--- src/rtl/magic_wake_det.sv ---
module magic_wake_det #(
  parameter int ADDR_BYTES = 6,
  parameter int COPIES     = 16,
  parameter int HDR_BYTES  = 14
) (
  input  logic                    clk,
  input  logic                    rst_n,
  input  logic                    rx_vld,
  input  logic                    rx_sof,
  input  logic                    rx_eod,
  input  logic [7:0]              rx_byte,
  input  logic [8*ADDR_BYTES-1:0] station_addr,
  input  logic                    any_dest,
  input  logic                    wake_en,
  input  logic                    flag_clr,
  output logic                    magic_seen,
  output logic                    wake
);
  localparam int RUN   = ADDR_BYTES * COPIES;
  localparam int CW    = $clog2(RUN + 1);
  localparam int PW    = ($clog2(ADDR_BYTES) > 0) ? $clog2(ADDR_BYTES) : 1;
  localparam int HW    = $clog2(HDR_BYTES + 1);
  localparam int NSLOT = 2 ** PW;

  logic [7:0] ab [NSLOT];
  for (genvar g = 0; g < NSLOT; g++) begin : gen_ab
    if (g < ADDR_BYTES) begin : g_real
      assign ab[g] = station_addr[8*g +: 8];
    end else begin : g_pad
      assign ab[g] = '0;
    end
  end

  logic          in_frame, da_eq;
  logic [HW-1:0] pos;
  logic [PW-1:0] ph;
  logic [ADDR_BYTES-1:0] fin;

  wire          take       = rx_vld & (rx_sof | in_frame);
  wire [HW-1:0] idx        = rx_sof ? '0 : pos;
  wire          in_data    = take & (idx == HW'(HDR_BYTES));
  wire          in_da      = take & (idx < HW'(ADDR_BYTES));
  wire          da_byte_ok = rx_byte == ab[idx[PW-1:0]];
  wire          hit        = (|fin) & (any_dest | da_eq);

  always_ff @(posedge clk or negedge rst_n) begin
    if (!rst_n) begin
      in_frame <= 1'b0;
      pos      <= '0;
      ph       <= '0;
      da_eq    <= 1'b0;
    end else begin
      if (rx_vld & rx_sof) in_frame <= 1'b1;
      else if (rx_eod)     in_frame <= 1'b0;
      if (take) begin
        pos <= (idx == HW'(HDR_BYTES)) ? idx : idx + 1'b1;
        if (in_da) da_eq <= ((idx == '0) | da_eq) & da_byte_ok;
        if (rx_sof)       ph <= '0;
        else if (in_data) ph <= (ph == PW'(ADDR_BYTES - 1)) ? '0 : ph + 1'b1;
      end
    end
  end

  for (genvar k = 0; k < ADDR_BYTES; k++) begin : gen_slot
    logic [CW-1:0] cnt;
    wire  [PW:0]   sum = {1'b0, ph} + (PW+1)'(ADDR_BYTES - k);
    wire  [PW-1:0] ei  = (sum >= (PW+1)'(ADDR_BYTES)) ? PW'(sum - (PW+1)'(ADDR_BYTES)) : PW'(sum);
    wire           mt  = rx_byte == ab[ei];
    wire           st  = (ph == PW'(k)) & (rx_byte == ab[0]);
    wire           go  = (cnt != '0) & mt;

    assign fin[k] = in_data & go & (cnt == CW'(RUN - 1));

    always_ff @(posedge clk or negedge rst_n) begin
      if (!rst_n)              cnt <= '0;
      else if (take & rx_sof)  cnt <= '0;
      else if (in_data)        cnt <= go ? ((cnt == CW'(RUN)) ? cnt : cnt + 1'b1)
                                         : (st ? CW'(1) : '0);
    end
  end

  always_ff @(posedge clk or negedge rst_n) begin
    if (!rst_n)        magic_seen <= 1'b0;
    else if (hit)      magic_seen <= 1'b1;
    else if (flag_clr) magic_seen <= 1'b0;
  end

  assign wake = magic_seen & wake_en;
endmodule

--- config.mk ---
export PLATFORM = sky130hd
export DESIGN_NAME = magic_wake_det
export DESIGN_NICKNAME = d
export VERILOG_FILES = /design/src/rtl/magic_wake_det.sv
export SDC_FILE = /design/constraint.sdc
export NUM_CORES = 1
export LEC_CHECK = 0
export BUFFER_PORTS_ARGS = -buffer_cell sky130_fd_sc_hd__buf_2
export CAP_MARGIN = 5
export CORE_MARGIN = 2
export CORE_UTILIZATION = 40
export CTS_BUF_LIST = sky130_fd_sc_hd__clkbuf_2
export CTS_CLUSTER_SIZE = 30
export DETAILED_ROUTE_END_ITERATION = 6
export GPL_ROUTABILITY_DRIVEN = 0
export SETUP_SLACK_MARGIN = 0.2
export SYNTH_ARGS = -nofsm -noshare
export SYNTH_HDL_FRONTEND = slang
export SYNTH_SLANG_ARGS = --single-unit
--- constraint.sdc ---
create_clock -name clk -period 12.14 [get_ports clk]
set_input_delay 3.642 -clock clk [delete_from_list [all_inputs] [get_ports clk]]
set_output_delay 3.642 -clock clk [all_outputs]
set_load 0.005 [all_outputs]
==> summary.txt, run 1 <==
Global routing
  – First-pass GRT wire length: about 40000 um
  – Layer with the highest usage after global routing: met2
  – GR Layer Usage met3: 4.70%
  – Vias in the first global route: 7135
  – GRT met1 Usage: 34.8%
  – Overall routing resource usage: 24.8%
  – Global-route track usage on met2: a little under two fifths
  – Pin count of the biggest net entering global routing: 65
  – Antenna violations before repair: 0
  – Overflow left after global routing: 0

STA
  – Period utilisation layout: 62.7%
  – Maximum clock skew at final layout: around 0.032 ns
  – Final setup violation count: 0
  – Final-report hold violation count: 0
  – WHS: 0.559 ns
  – Slew of the pin with the lowest slew margin: 0.988 ns
  – Total Neg Setup Slack: 0 ns
  – Top achievable clock speed: 131 MHz
  – Max Transition Viols Final: 0
  – Max-slew headroom at the worst pin: 34.1%
  – Min cycle time layout: 7.61 ns
  – Unrepaired setup endpoints after global routing: no

Logic synthesis
  – Post-Syn Area per Cell: 8.09 sq um
  – Synth cell types: 98
  – Number of synthesized register bits: 52
  – Number of synthesized flops with an enable pin: 0
  – Async S/R FF share, synth: between 90% and 100%
  – Seq/Total Area, Yosys: 16.6%
  – Syn. warnings: 0
  – Net count after synthesis: between 1k and 1.5k
  – Most common flop cell mapped by yosys: sky130_fd_sc_hd__dfrtp_1
  – Combined area of all synthesized cells: 7820 sq um
  – Gate count after technology mapping: roughly 970

Placed design
  – Number of placed instances, taps included: 1243
  – IO Port Bufs: 65
  – HPWL after DPL: 19100 um

Drt
  – Post-DRT Antenna Nets: 0
  – DRC viols: 0
  – Number of DRC markers after the initial detailed-route iteration: 771
  – Vias per cell: 6.32
  – Aggregate routed wire length: 25800 um
  – First-pass iteration count of the detailed router: 5
  – Final routed wire length divided by cell count: roughly 21 um
  – Vias: approximately 7.9k

Die
  – Die Y-Extent: between 100 and 150 um
  – Core region area: 19300 sq um
  – Initial Utilization: 40.5%
  – Core Rows: 51
  – Area enclosed by the die boundary: 20700 sq um
  – I/O pin total: 66
  – Die extent in x: 144 um

Status
  – Status: complete, no violations

Pwr
  – Peak supply drop: 0.0395 mV
  – Post-layout power: 0.864 mW
  – Combinational power share: roughly 68%
  – Net switching power: 0.437 mW
  – Cell area power density: 105 nW/um^2
  – Static leakage: 3.25 nW
  – Internal power contribution: 0.427 mW
  – Flop pwr share: 23.7%
  – Clock power frac: roughly 8.6%
  – Net Sw Frac: 50.6%

Critical path
  – Timing endpoint of the critical path: wake
  – Register-to-Register Path Depth: 12
  – Category of the worst setup path capture point: output pin
  – Required time worst endpoint: 8.50 ns
  – End of the worst register-to-register path: magic_seen
  – Critical Path Start Type: input pin
  – Critical Path Start: wake_en
  – CP Max Fanout: 1
  – Worst Path Arrival: 3.96 ns
  – RR Startpoint: ph[1]
  – Slack of the worst reg-to-reg path: 6.70 ns
  – Worst setup path class: in -> out

CTS
  – Clock-pin slew of the registers on the worst-case setup and hold paths: 0.27 ns
  – Clock Path Buffers: 2
  – Post-cts hold buffer count: 0
  – Post-CTS setup buffers: 0
  – Count of instances resized after the clock tree is built: 0
  – # clock sinks: 52
  – CTS H-tree depth: 2
  – Clock tree from TritonCTS: built
  – TritonCTS Buffers: 5
  – Root buffer cell: sky130_fd_sc_hd__clkbuf_2
  – Clock insertion delay at the later pin of the skew report: 0.47 ns

Final layout
  – Layout overhead on the synthesized area: 5.10%
  – Antenna Diode Count: 0
  – Ratio of cells with drive above 1 in the final layout: between 10% and 20%
  – Layout Nets: 1077
  – Non-filler instance count after layout: approximately 1.3k

Job
  – Number of max-cap violations: 0

Min path
  – Class of the most critical hold timing path: reg -> reg
[metal layers]
layer	share of wire (%)	up-vias
met2	43	331
met3	7.6	62
met1	45	3788
li1	-	3727
met5	0	-
met4	3.9	0
[power by group through the flow]
stage	registers (mW)	logic, mW	clock network (mW)
after global placement	0.208	0.569	0
after detailed placement	0.208	0.569	0
after global routing	0.207	0.631	0.0853
after CTS	0.205	0.572	0.0777
after floorplan	0.187	0.475	0
final	0.205	0.585	0.0742
[critical path, stage by stage]
cell and delay (ns):
sky130_fd_sc_hd__buf_2 0.09, sky130_fd_sc_hd__and2_1 0.12, sky130_fd_sc_hd__buf_2 0.12
[registers in the layout, summed over array words and instances (netlist names)]
name	flops
gen_slot.cnt	42
pos	4
ph	3
da_eq	1
in_frame	1
magic_seen	1
[placed cells by master, fill, tap and decap left out, types with 5 or more instances in the layout]
cell type	synthesis	final
sky130_fd_sc_hd__nor2_1	66	66
sky130_fd_sc_hd__dfrtp_1	52	51
sky130_fd_sc_hd__mux4_2	14	14
sky130_fd_sc_hd__o211a_1	5	5
sky130_fd_sc_hd__and2_1	5	5
sky130_fd_sc_hd__clkbuf_2	0	6
sky130_fd_sc_hd__xor2_1	25	25
sky130_fd_sc_hd__nand2_1	76	76
sky130_fd_sc_hd__a31oi_1	11	11
sky130_fd_sc_hd__xnor2_1	27	27
sky130_fd_sc_hd__nand2b_1	9	9
sky130_fd_sc_hd__mux2i_1	61	61
sky130_fd_sc_hd__buf_2	4	65
sky130_fd_sc_hd__or4_1	6	6
sky130_fd_sc_hd__or3_1	13	13
sky130_fd_sc_hd__a22oi_1	9	9
sky130_fd_sc_hd__nor2b_1	8	8
sky130_fd_sc_hd__buf_4	5	9
sky130_fd_sc_hd__mux2_2	26	26
sky130_fd_sc_hd__and3_1	17	17
sky130_fd_sc_hd__inv_1	30	30
sky130_fd_sc_hd__o22ai_1	21	21
sky130_fd_sc_hd__nor4_1	18	18
sky130_fd_sc_hd__nor3_1	34	34
sky130_fd_sc_hd__ha_1	28	28
sky130_fd_sc_hd__a21oi_1	46	46
sky130_fd_sc_hd__a221oi_1	5	5
sky130_fd_sc_hd__nand4_1	25	25
sky130_fd_sc_hd__o31ai_1	9	9
sky130_fd_sc_hd__o21ai_0	64	64
sky130_fd_sc_hd__nand3_1	47	47
sky130_fd_sc_hd__a211oi_1	10	10
[how the worst min path moves through the flow]
stage	startpoint	endpoint	depth (start not counted)
final	gen_slot[0].cnt[3]	gen_slot[0].cnt[3]	1
after global routing	gen_slot[4].cnt[3]	gen_slot[4].cnt[3]	1
after CTS	gen_slot[0].cnt[3]	gen_slot[0].cnt[3]	1
after detailed placement	gen_slot[1].cnt[0]	gen_slot[1].cnt[0]	1
after global placement	gen_slot[3].cnt[1]	gen_slot[3].cnt[1]	2
after floorplan	da_eq	da_eq	2
[area by class of cell]
class | count | area, sq um
fillers | 1996 | 11100
multi-input cells | 818 | 6020
flip-flops and latches | 52 | 1310
repair buffers | 74 | 393
well taps | 265 | 332
inverters | 34 | 128
clock buffers | 6 | 30.0
clock inverters | 2 | 12.5
[cells in the mapped netlist (5+ instances only)]
library cell               instances  area (sq um)
sky130_fd_sc_hd__and2_1            5          31.3
sky130_fd_sc_hd__nor4_1           18           113
sky130_fd_sc_hd__a221oi_1          5          43.8
sky130_fd_sc_hd__ha_1             28           350
sky130_fd_sc_hd__o22ai_1          21           131
sky130_fd_sc_hd__xnor2_1          27           236
sky130_fd_sc_hd__nand4_1          25           156
sky130_fd_sc_hd__buf_12            5           100
sky130_fd_sc_hd__nand3_1          47           235
sky130_fd_sc_hd__buf_4             5          37.5
sky130_fd_sc_hd__mux2i_1          61           611
sky130_fd_sc_hd__buf_1             5          18.8
sky130_fd_sc_hd__o21ai_0          64           320
sky130_fd_sc_hd__nor2_1           66           248
sky130_fd_sc_hd__a211oi_1         10          75.1
sky130_fd_sc_hd__nor2b_1           8          50.1
sky130_fd_sc_hd__a31oi_1          11          68.8
sky130_fd_sc_hd__or4_1             6          45.0
sky130_fd_sc_hd__nor3_1           34           170
sky130_fd_sc_hd__a22oi_1           9          67.6
sky130_fd_sc_hd__nand2b_1          9          56.3
sky130_fd_sc_hd__xor2_1           25           219
sky130_fd_sc_hd__o211a_1           5          50.1
sky130_fd_sc_hd__a21oi_1          46           230
sky130_fd_sc_hd__nand2_1          76           285
sky130_fd_sc_hd__inv_1            30           113
sky130_fd_sc_hd__dfrtp_1          52          1300
sky130_fd_sc_hd__o31ai_1           9          67.6
sky130_fd_sc_hd__or3_1            13          81.3
sky130_fd_sc_hd__and3_1           17           106
sky130_fd_sc_hd__clkbuf_1         40           150
sky130_fd_sc_hd__mux2_2           26           293
sky130_fd_sc_hd__mux4_2           14           315
[through the flow]
step | util, % | instance area, sq um | setup slack [ns]
6_report | 42.5 | 8220 | 4.53
3_5_place_dp | 42.3 | 8180 | 4.53
2_1_floorplan | - | 7820 | 4.73
3_3_place_gp | 42.3 | 8180 | 4.53
5_1_grt | 42.5 | 8220 | 4.50
4_1_cts | 42.5 | 8220 | 4.53
[cell families (layout without fill, tap and decap cells)]
| group | after synthesis | count (layout) | share of synthesized area (%) |
|---|---|---|---|
| compound gates | 253 | 253 | 22.6 |
| buf+inv | 97 | 116 | 6.38 |
| mux | 109 | 109 | 17.6 |
| xor+xnor | 52 | 52 | 5.82 |
| simple gates | 373 | 373 | 26.1 |
| fa+ha+maj | 31 | 31 | 4.86 |
| flops | 52 | 52 | 16.6 |
Note: power is estimated with default switching activity, not from simulation.
==> run 2, diff against run 1 <==
- clock period: 12.14 -> 7.83 ns (I/O delays scaled with it)
==> run 2 against run 1 <==
Net effect:
- core utilization grew 0.078 points
- combinational power grew 56%
- via count grew 2.3%
- global-route usage grew 0.45 points
- sequential share of layout area is essentially flat
- first-iteration DRC count grew 35%
- critical endpoint unchanged
- largest power group unchanged
==> summary.txt, run 2 (synthesis results as in run 1) <==
Placed design
  – Standard cell area after detailed placement: 8200 sq um (was 8180 sq um)
  – HPWL after DPL: 19400 um (was 19100 um)
  – Worst setup slack before clock tree synthesis: 2.44 ns (was 4.53 ns)
  – IO Port Bufs: 65 (unchanged)

Critical path
  – Register-to-Register Path Depth: 13 (was 12)
  – End of the worst register-to-register path: magic_seen (unchanged)
  – Worst Path Arrival: 2.67 ns (was 3.96 ns)
  – Required time worst endpoint: 5.48 ns (was 8.50 ns)
  – Slowest cell on the critical path: sky130_fd_sc_hd__and2_1 (unchanged)
  – Category of the worst setup path capture point: output pin (unchanged)
  – CP Max Fanout: 1 (unchanged)
  – CP bufs+invs: 2 (unchanged)
  – Slack of the worst reg-to-reg path: 2.85 ns (was 6.70 ns)
  – Crit-path leading delay family: buffers and inverters (unchanged)
  – Most frequent CP cell: sky130_fd_sc_hd__buf_2 (unchanged)
  – Largest stage delay, worst path: 0.12 ns (about the same)
  – RR Startpoint: ph[1] (unchanged)
  – Critical Path Start Type: input pin (unchanged)
  – Worst setup path class: in -> out (unchanged)
  – Sequence of cells on the critical path: buf_2 -> and2_1 -> buf_2 (unchanged)

CTS
  – Root buffer cell: sky130_fd_sc_hd__clkbuf_2 (unchanged)
  – Count of instances resized after the clock tree is built: 0 (unchanged)
  – # clock sinks: 52 (unchanged)
  – TritonCTS Buffers: 5 (unchanged)
  – Clock Path Buffers: 2 (unchanged)
  – CTS H-tree depth: 2 (unchanged)
  – Clock-pin slew of the registers on the worst-case setup and hold paths: 0.26 ns (was 0.27 ns)
  – Post-CTS setup buffers: 0 (unchanged)
  – Clock tree from TritonCTS: built (unchanged)
  – Post-cts hold buffer count: 0 (unchanged)
  – Clock insertion delay at the later pin of the skew report: 0.47 ns (about the same)

Final layout
  – Commonest cells after routing, fill and taps aside: 76 x sky130_fd_sc_hd__nand2_1, 66 x sky130_fd_sc_hd__nor2_1, 65 x sky130_fd_sc_hd__buf_2, 64 x sky130_fd_sc_hd__o21ai_0, 61 x sky130_fd_sc_hd__mux2i_1 (unchanged)
  – Leading cell type in the layout, fill and taps excluded: sky130_fd_sc_hd__nand2_1 (unchanged)
  – Number of flip-flops in the largest register: 42 (unchanged)
  – Register with the highest flop count: gen_slot.cnt (unchanged)
  – Largest registers: gen_slot.cnt: 42 flops, pos: 4 flops, ph: 3 flops (unchanged)
  – Layout overhead on the synthesized area: 5.29% (was 5.10%)
  – Ratio of cells with drive above 1 in the final layout: 16.7% (was 16.5%)
  – Layout Nets: 1079 (was 1077)
  – Fin area: 8240 sq um (was 8220 sq um)

STA
  – Top achievable clock speed: between 150 and 200 MHz
  – Slew of the pin with the lowest slew margin: 0.971 ns (was 0.988 ns)
  – Max-slew headroom at the worst pin: 34.4% (was 34.1%)
  – Maximum clock skew at final layout: 0.0301 ns (was 0.0315 ns)
  – Final-report hold violation count: 0 (unchanged)
  – Min cycle time layout: about 5.0 ns
  – Max Transition Viols Final: 0 (unchanged)
  – Minimum setup slack in the final design: 2.81 ns (was 4.53 ns)
  – Unrepaired setup endpoints after global routing: no (unchanged)
  – Total Neg Setup Slack: 0 ns (unchanged)
  – Final setup violation count: 0 (unchanged)
  – Period utilisation layout: about 64%

Min path
  – Class of the most critical hold timing path: reg -> reg (unchanged)
  – Hold Path Cell Cnt: 1 (unchanged)
  – Destination of the worst hold path: gen_slot[4].cnt[3] (was gen_slot[0].cnt[3])
  – Startpoint of the most critical hold path: gen_slot[4].cnt[3] (was gen_slot[0].cnt[3])

Global routing
  – Pin count of the biggest net entering global routing: 53 (was 65)
  – Overflow left after global routing: 0 (unchanged)
  – Vias in the first global route: 7404 (was 7135)
  – Overall routing resource usage: 25.2% (was 24.8%)
  – First-pass GRT wire length: 41000 um (was 40100 um)
  – Antenna violations before repair: 1 (was 0)

Drt
  – Number of DRC markers after the initial detailed-route iteration: 1037 (was 771)
  – Aggregate routed wire length: 26000 um (was 25800 um)
  – First-pass iteration count of the detailed router: 5 (unchanged)
  – Vias per cell: 6.45 (was 6.32)
  – Post-DRT Antenna Nets: 0 (unchanged)
  – Vias: 8091 (was 7908)
  – DRC viols: 0 (unchanged)
  – Final routed wire length divided by cell count: 20.8 um (was 20.6 um)

Status
  – Status: complete, no violations (unchanged)

Job
  – Number of max-cap violations: 0 (unchanged)

Pwr
  – Peak supply drop: 0.0643 mV (was 0.0395 mV)
  – Cell area power density: 164 nW/um^2 (was 105 nW/um^2)
  – Static leakage: 3.26 nW (was 3.25 nW)

Die
  – Core region area: 19300 sq um (unchanged)
  – Area enclosed by the die boundary: 20700 sq um (unchanged)
  – Die Y-Extent: 144 um (unchanged)
  – Core Rows: 51 (unchanged)
  – Die extent in x: 144 um (unchanged)
  – Initial Utilization: 40.5% (unchanged)
  – I/O pin total: 66 (unchanged)
## run 2: layout make-up
class	instances	area, sq um
clock inverter	1	5.00
fill	2004	11100
sequential	52	1310
tap	265	332
clock buffer	7	35.0
antenna	1	2.50
multi-input combinational	818	6020
timing repair buffer	76	408
inverter	34	128
## run 2: metal layers
metal	vias to the layer above	global-route usage (%)	share of wire (%)	wire length, um
met5	-	0	0.046	12
met4	2	9.49	3.7	953
met3	60	4.77	7.8	2040
met2	374	38.4	45	11700
met1	3921	35.3	44	11400
li1	3734	-	-	-
## run 2: metrics by stage
stage               power [mW]  hold WS, ns  utilization, %  std cells
floorplan                 1.03        0.472               -        967
global placement          1.21        0.515            42.4       1245
detailed placement        1.21        0.525            42.4       1245
CTS                       1.33        0.555            42.6       1253
global route              1.44        0.580            42.6       1253
finish                    1.35        0.559            42.6       1254
## run 2: worst max-delay path by stage
| stage | from | end | slack [ns] | cells after the start |
|---|---|---|---|---|
| 5_1_grt | ph[1] | gen_slot[0].cnt[3] | 2.63 | 13 |
| 2_1_floorplan | wake_en | wake | 3.01 | 1 |
| 3_5_place_dp | station_addr[7] | magic_seen | 2.44 | 10 |
| 6_report | wake_en | wake | 2.81 | 3 |
| 4_1_cts | wake_en | wake | 2.80 | 3 |
| 3_3_place_gp | station_addr[7] | magic_seen | 2.49 | 10 |
## run 2: power by group
group	leakage [nW]	internal (mW)	switching, mW	total, mW
Sequential	0.715	0.279	0.0413	0.320
Clock	0.0330	0.0243	0.0902	0.115
Combinational	2.51	0.362	0.553	0.915
Total	3.26	0.665	0.684	1.35
## run 2: worst register-to-register path, delay by kind of cell (launching register included)
kind                     cells  cell delay [ns]
AND/OR/NAND/NOR              3             1.36
flip-flops                   1             0.39
buffers and inverters        3             1.13
AO/OA/AOI/OAI                4             0.58
adder cells (fa/ha/maj)      1             0.94
multiplexers                 2             0.54
==> run 3, diff against run 2 <==
- ABC_AREA: not set -> 1
- clock period: 7.83 -> 5.06 ns (I/O delays scaled with it)
==> run 3 against run 2 <==
Net effect:
- clock skew shrank 0.0041 ns
- largest cell class unchanged
- hold slack got worse by 0.020 ns
- global-route usage rose by 0.67 points
- core utilization up 0.99 points
- critical path depth is 19 higher
- clock power is 61% higher
==> summary.txt, run 3 <==
Status
  – Status: complete, no violations (unchanged)

STA
  – Period utilisation layout: 74.4%
  – Total Neg Setup Slack: 0 ns (unchanged)
  – Max Transition Viols Final: 0 (unchanged)
  – Min cycle time layout: 3.77 ns
  – Max-slew headroom at the worst pin: 45.9% (was 34.4%)
  – Final-report hold violation count: 0 (unchanged)
  – Unrepaired setup endpoints after global routing: no (unchanged)
  – Slew of the pin with the lowest slew margin: 0.811 ns (was 0.971 ns)
  – WHS: 0.540 ns (was 0.559 ns)
  – Maximum clock skew at final layout: 0.0260 ns (was 0.0301 ns)
  – Final setup violation count: 0 (unchanged)
  – Top achievable clock speed: approximately 270 MHz

Final layout
  – Largest registers: gen_slot.cnt: 42 flops, pos: 4 flops, ph: 3 flops (unchanged)
  – Layout Nets: 1424 (was 1079)
  – Register with the highest flop count: gen_slot.cnt (unchanged)
  – Commonest cells after routing, fill and taps aside: 418 x sky130_fd_sc_hd__nand2_1, 196 x sky130_fd_sc_hd__nand3_1, 146 x sky130_fd_sc_hd__inv_1, 77 x sky130_fd_sc_hd__nor2_1 (was 76 x sky130_fd_sc_hd__nand2_1, 66 x sky130_fd_sc_hd__nor2_1, 65 x sky130_fd_sc_hd__buf_2, 64 x sky130_fd_sc_hd__o21ai_0, 61 x sky130_fd_sc_hd__mux2i_1)
  – Multi-input gate area in the final layout: 5230 sq um (was 6020 sq um)
  – Number of flip-flops in the largest register: 42 (unchanged)
  – Ratio of cells with drive above 1 in the final layout: 11.0% (was 16.7%)
  – Sequential Area: 1300 sq um (was 1310 sq um)
  – Leading cell type in the layout, fill and taps excluded: sky130_fd_sc_hd__nand2_1 (unchanged)
  – Number of fill cells in the layout: 2012 (was 2004)
  – Layout overhead on the synthesized area: 6.46% (was 5.29%)

Drt
  – Aggregate routed wire length: 25200 um (was 26000 um)
  – Final routed wire length divided by cell count: 16.1 um (was 20.8 um)
  – Number of DRC markers after the initial detailed-route iteration: 932 (was 1037)
  – Vias per cell: 5.36 (was 6.45)
  – First-pass iteration count of the detailed router: 6 (was 5)
  – DRC viols: 0 (unchanged)
  – Vias: 8370 (was 8091)
  – Post-DRT Antenna Nets: 0 (unchanged)

Die
  – Initial Utilization: 41.0% (was 40.5%)
  – Core Rows: 49 (was 51)
  – Area enclosed by the die boundary: 19600 sq um (was 20700 sq um)
  – Core region area: 18000 sq um (was 19300 sq um)
  – Die extent in x: 140 um (was 144 um)
  – I/O pin total: 66 (unchanged)
  – Die Y-Extent: 140 um (was 144 um)

Logic synthesis
  – Seq/Total Area, Yosys: 17.6% (was 16.6%)
  – Synth cell types: 50 (was 98)
  – Leading post-synthesis cells by cell area: sky130_fd_sc_hd__nand2_1 21%, sky130_fd_sc_hd__dfrtp_1 18%, sky130_fd_sc_hd__nand3_1 13% (was sky130_fd_sc_hd__dfrtp_1 17%, sky130_fd_sc_hd__mux2i_1 7.8%, sky130_fd_sc_hd__ha_1 4.5%)
  – Most frequent cells after synthesis: 418 x sky130_fd_sc_hd__nand2_1, 196 x sky130_fd_sc_hd__nand3_1, 146 x sky130_fd_sc_hd__inv_1 (was 76 x sky130_fd_sc_hd__nand2_1, 66 x sky130_fd_sc_hd__nor2_1, 64 x sky130_fd_sc_hd__o21ai_0)
  – Number of synthesized flops with an enable pin: 0 (unchanged)
  – Syn. warnings: 0 (unchanged)
  – Most common flop cell mapped by yosys: sky130_fd_sc_hd__dfrtp_1 (unchanged)
  – Net count after synthesis: 1381 (was 1059)
  – Combined area of all synthesized cells: 7380 sq um (was 7820 sq um)
  – Post-Syn Area per Cell: 5.73 sq um (was 8.09 sq um)
  – Gate count after technology mapping: 1289 (was 967)
  – Number of synthesized register bits: 52 (unchanged)
  – Cell type contributing the most total cell area after synthesis: sky130_fd_sc_hd__nand2_1 (was sky130_fd_sc_hd__dfrtp_1)
  – Async S/R FF share, synth: 100% (unchanged)
  – Area share of the leading cell type in the synthesized netlist: 21.3% (was 16.6%)
  – Dominant cell by count in the synthesized netlist: sky130_fd_sc_hd__nand2_1 (unchanged)

CTS
  – # clock sinks: 52 (unchanged)
  – Post-CTS setup buffers: 0 (unchanged)
  – Clock-pin slew of the registers on the worst-case setup and hold paths: 0.29 ns (was 0.26 ns)
  – Clock tree from TritonCTS: built (unchanged)
  – CTS H-tree depth: 2 (unchanged)
  – Root buffer cell: sky130_fd_sc_hd__clkbuf_2 (unchanged)
  – Count of instances resized after the clock tree is built: 0 (unchanged)
  – Clock Path Buffers: 2 (unchanged)
  – Clock insertion delay at the later pin of the skew report: 0.53 ns (was 0.47 ns)
  – TritonCTS Buffers: 5 (unchanged)
  – Post-cts hold buffer count: 0 (unchanged)

Pwr
  – Static leakage: 4.03 nW (was 3.26 nW)
  – Peak supply drop: 0.134 mV (was 0.0643 mV)
  – Cell area power density: 296 nW/um^2 (was 164 nW/um^2)

Critical path
  – Required time worst endpoint: 5.53 ns (was 5.48 ns)
  – Category of the worst setup path capture point: register (was output pin)
  – Slack of the worst reg-to-reg path: 1.29 ns (was 2.85 ns)
  – Register-to-Register Path Depth: 22 (was 13)
  – RR Startpoint: ph[1] (unchanged)
  – Critical Path Start Type: register (was input pin)
  – End of the worst register-to-register path: gen_slot[0].cnt[5] (was magic_seen)
  – Worst Path Arrival: 4.24 ns (was 2.67 ns)
  – CP Max Fanout: 27 (was 1)
  – Worst setup path class: reg -> reg (was in -> out)

Min path
  – Startpoint of the most critical hold path: in_frame (was gen_slot[4].cnt[3])
  – Destination of the worst hold path: in_frame (was gen_slot[4].cnt[3])
  – Class of the most critical hold timing path: reg -> reg (unchanged)
  – Hold Path Cell Cnt: 2 (was 1)

Placed design
  – IO Port Bufs: 65 (unchanged)
  – HPWL after DPL: 19800 um (was 19400 um)

Global routing
  – Overall routing resource usage: 25.9% (was 25.2%)
  – Antenna violations before repair: 1 (unchanged)
  – First-pass GRT wire length: 40600 um (was 41000 um)
  – Pin count of the biggest net entering global routing: 88 (was 53)
  – Vias in the first global route: 7676 (was 7404)
  – Overflow left after global routing: 0 (unchanged)

Job
  – Number of max-cap violations: 0 (unchanged)
run 3: metal layers:
layer / wire [um] / up-vias / GRT usage, %
met5: 0 / - / 0
met2: 11100 / 304 / 40.8
met4: 623 / 0 / 7.47
met1: 11500 / 3712 / 36.2
met3: 1980 / 49 / 4.68
li1: - / 4305 / -
run 3: cells by family (layout without fill, tap and decap cells):
logic type,after synthesis,count (layout),synth area share (%)
simple gates,806,806,48.9
buf+inv,198,242,11.5
compound gates,174,174,13.6
flops,52,52,17.6
xor+xnor,31,31,3.68
fa+ha+maj,28,28,4.75
other cells,0,1,0
run 3: area by class of cell:
class                   instances  area share [%]
clock buffers                   5           0.318
inverters                     161            7.72
flip-flops and latches         52            16.6
repair buffers                 73            4.90
diodes                          1          0.0318
clock inverters                 3           0.239
well taps                     229            3.65
multi-input cells            1039            66.6
run 3: power breakdown:
group	switching, mW	internal [mW]
clock network	0.152	0.0335
registers	0.0191	0.433
logic	1.18	0.506
total	1.35	0.973
run 3: how the worst max path moves through the flow:
| stage | start | endpoint | slack, ns | cells after the start |
|---|---|---|---|---|
| floorplan | rx_sof | gen_slot[5].cnt[5] | 1.59 | 13 |
| global placement | rx_sof | gen_slot[2].cnt[5] | 0.88 | 15 |
| detailed placement | rx_sof | gen_slot[2].cnt[0] | 0.78 | 14 |
| CTS | ph[1] | gen_slot[0].cnt[3] | 1.35 | 22 |
| global route | ph[1] | gen_slot[0].cnt[6] | 0.89 | 22 |
| finish | ph[1] | gen_slot[0].cnt[5] | 1.29 | 22 |
run 3: through the flow:
step	setup slack, ns	power, mW	area, sq um	std cells	utilization, %
6_report	1.29	2.32	7860	1563	43.6
5_1_grt	0.891	2.57	7860	1563	43.6
4_1_cts	1.35	2.29	7860	1562	43.6
3_5_place_dp	0.776	2.10	7810	1554	43.3
3_3_place_gp	0.881	2.09	7810	1554	43.3
2_1_floorplan	1.59	1.75	7380	1289	-
run 3: worst max-delay path, stage by stage, from the launching register on:
cell	delay, ns
sky130_fd_sc_hd__dfrtp_1	0.60
sky130_fd_sc_hd__inv_1	0.24
sky130_fd_sc_hd__ha_1	0.33
sky130_fd_sc_hd__buf_4	0.28
sky130_fd_sc_hd__inv_2	0.20
sky130_fd_sc_hd__nand2_1	0.10
sky130_fd_sc_hd__nand2_1	0.05
sky130_fd_sc_hd__nand2_1	0.12
sky130_fd_sc_hd__nand2_2	0.15
sky130_fd_sc_hd__inv_2	0.16
sky130_fd_sc_hd__nand2_1	0.08
sky130_fd_sc_hd__nand3_1	0.11
sky130_fd_sc_hd__nand2_1	0.05
sky130_fd_sc_hd__nand2_1	0.07
sky130_fd_sc_hd__nand2_1	0.07
sky130_fd_sc_hd__nor2_1	0.24
sky130_fd_sc_hd__nand3_2	0.23
sky130_fd_sc_hd__nor2_2	0.20
sky130_fd_sc_hd__nand2_1	0.11
sky130_fd_sc_hd__nand2_2	0.13
sky130_fd_sc_hd__inv_2	0.09
sky130_fd_sc_hd__nand2_1	0.06
sky130_fd_sc_hd__o21ai_1	0.06
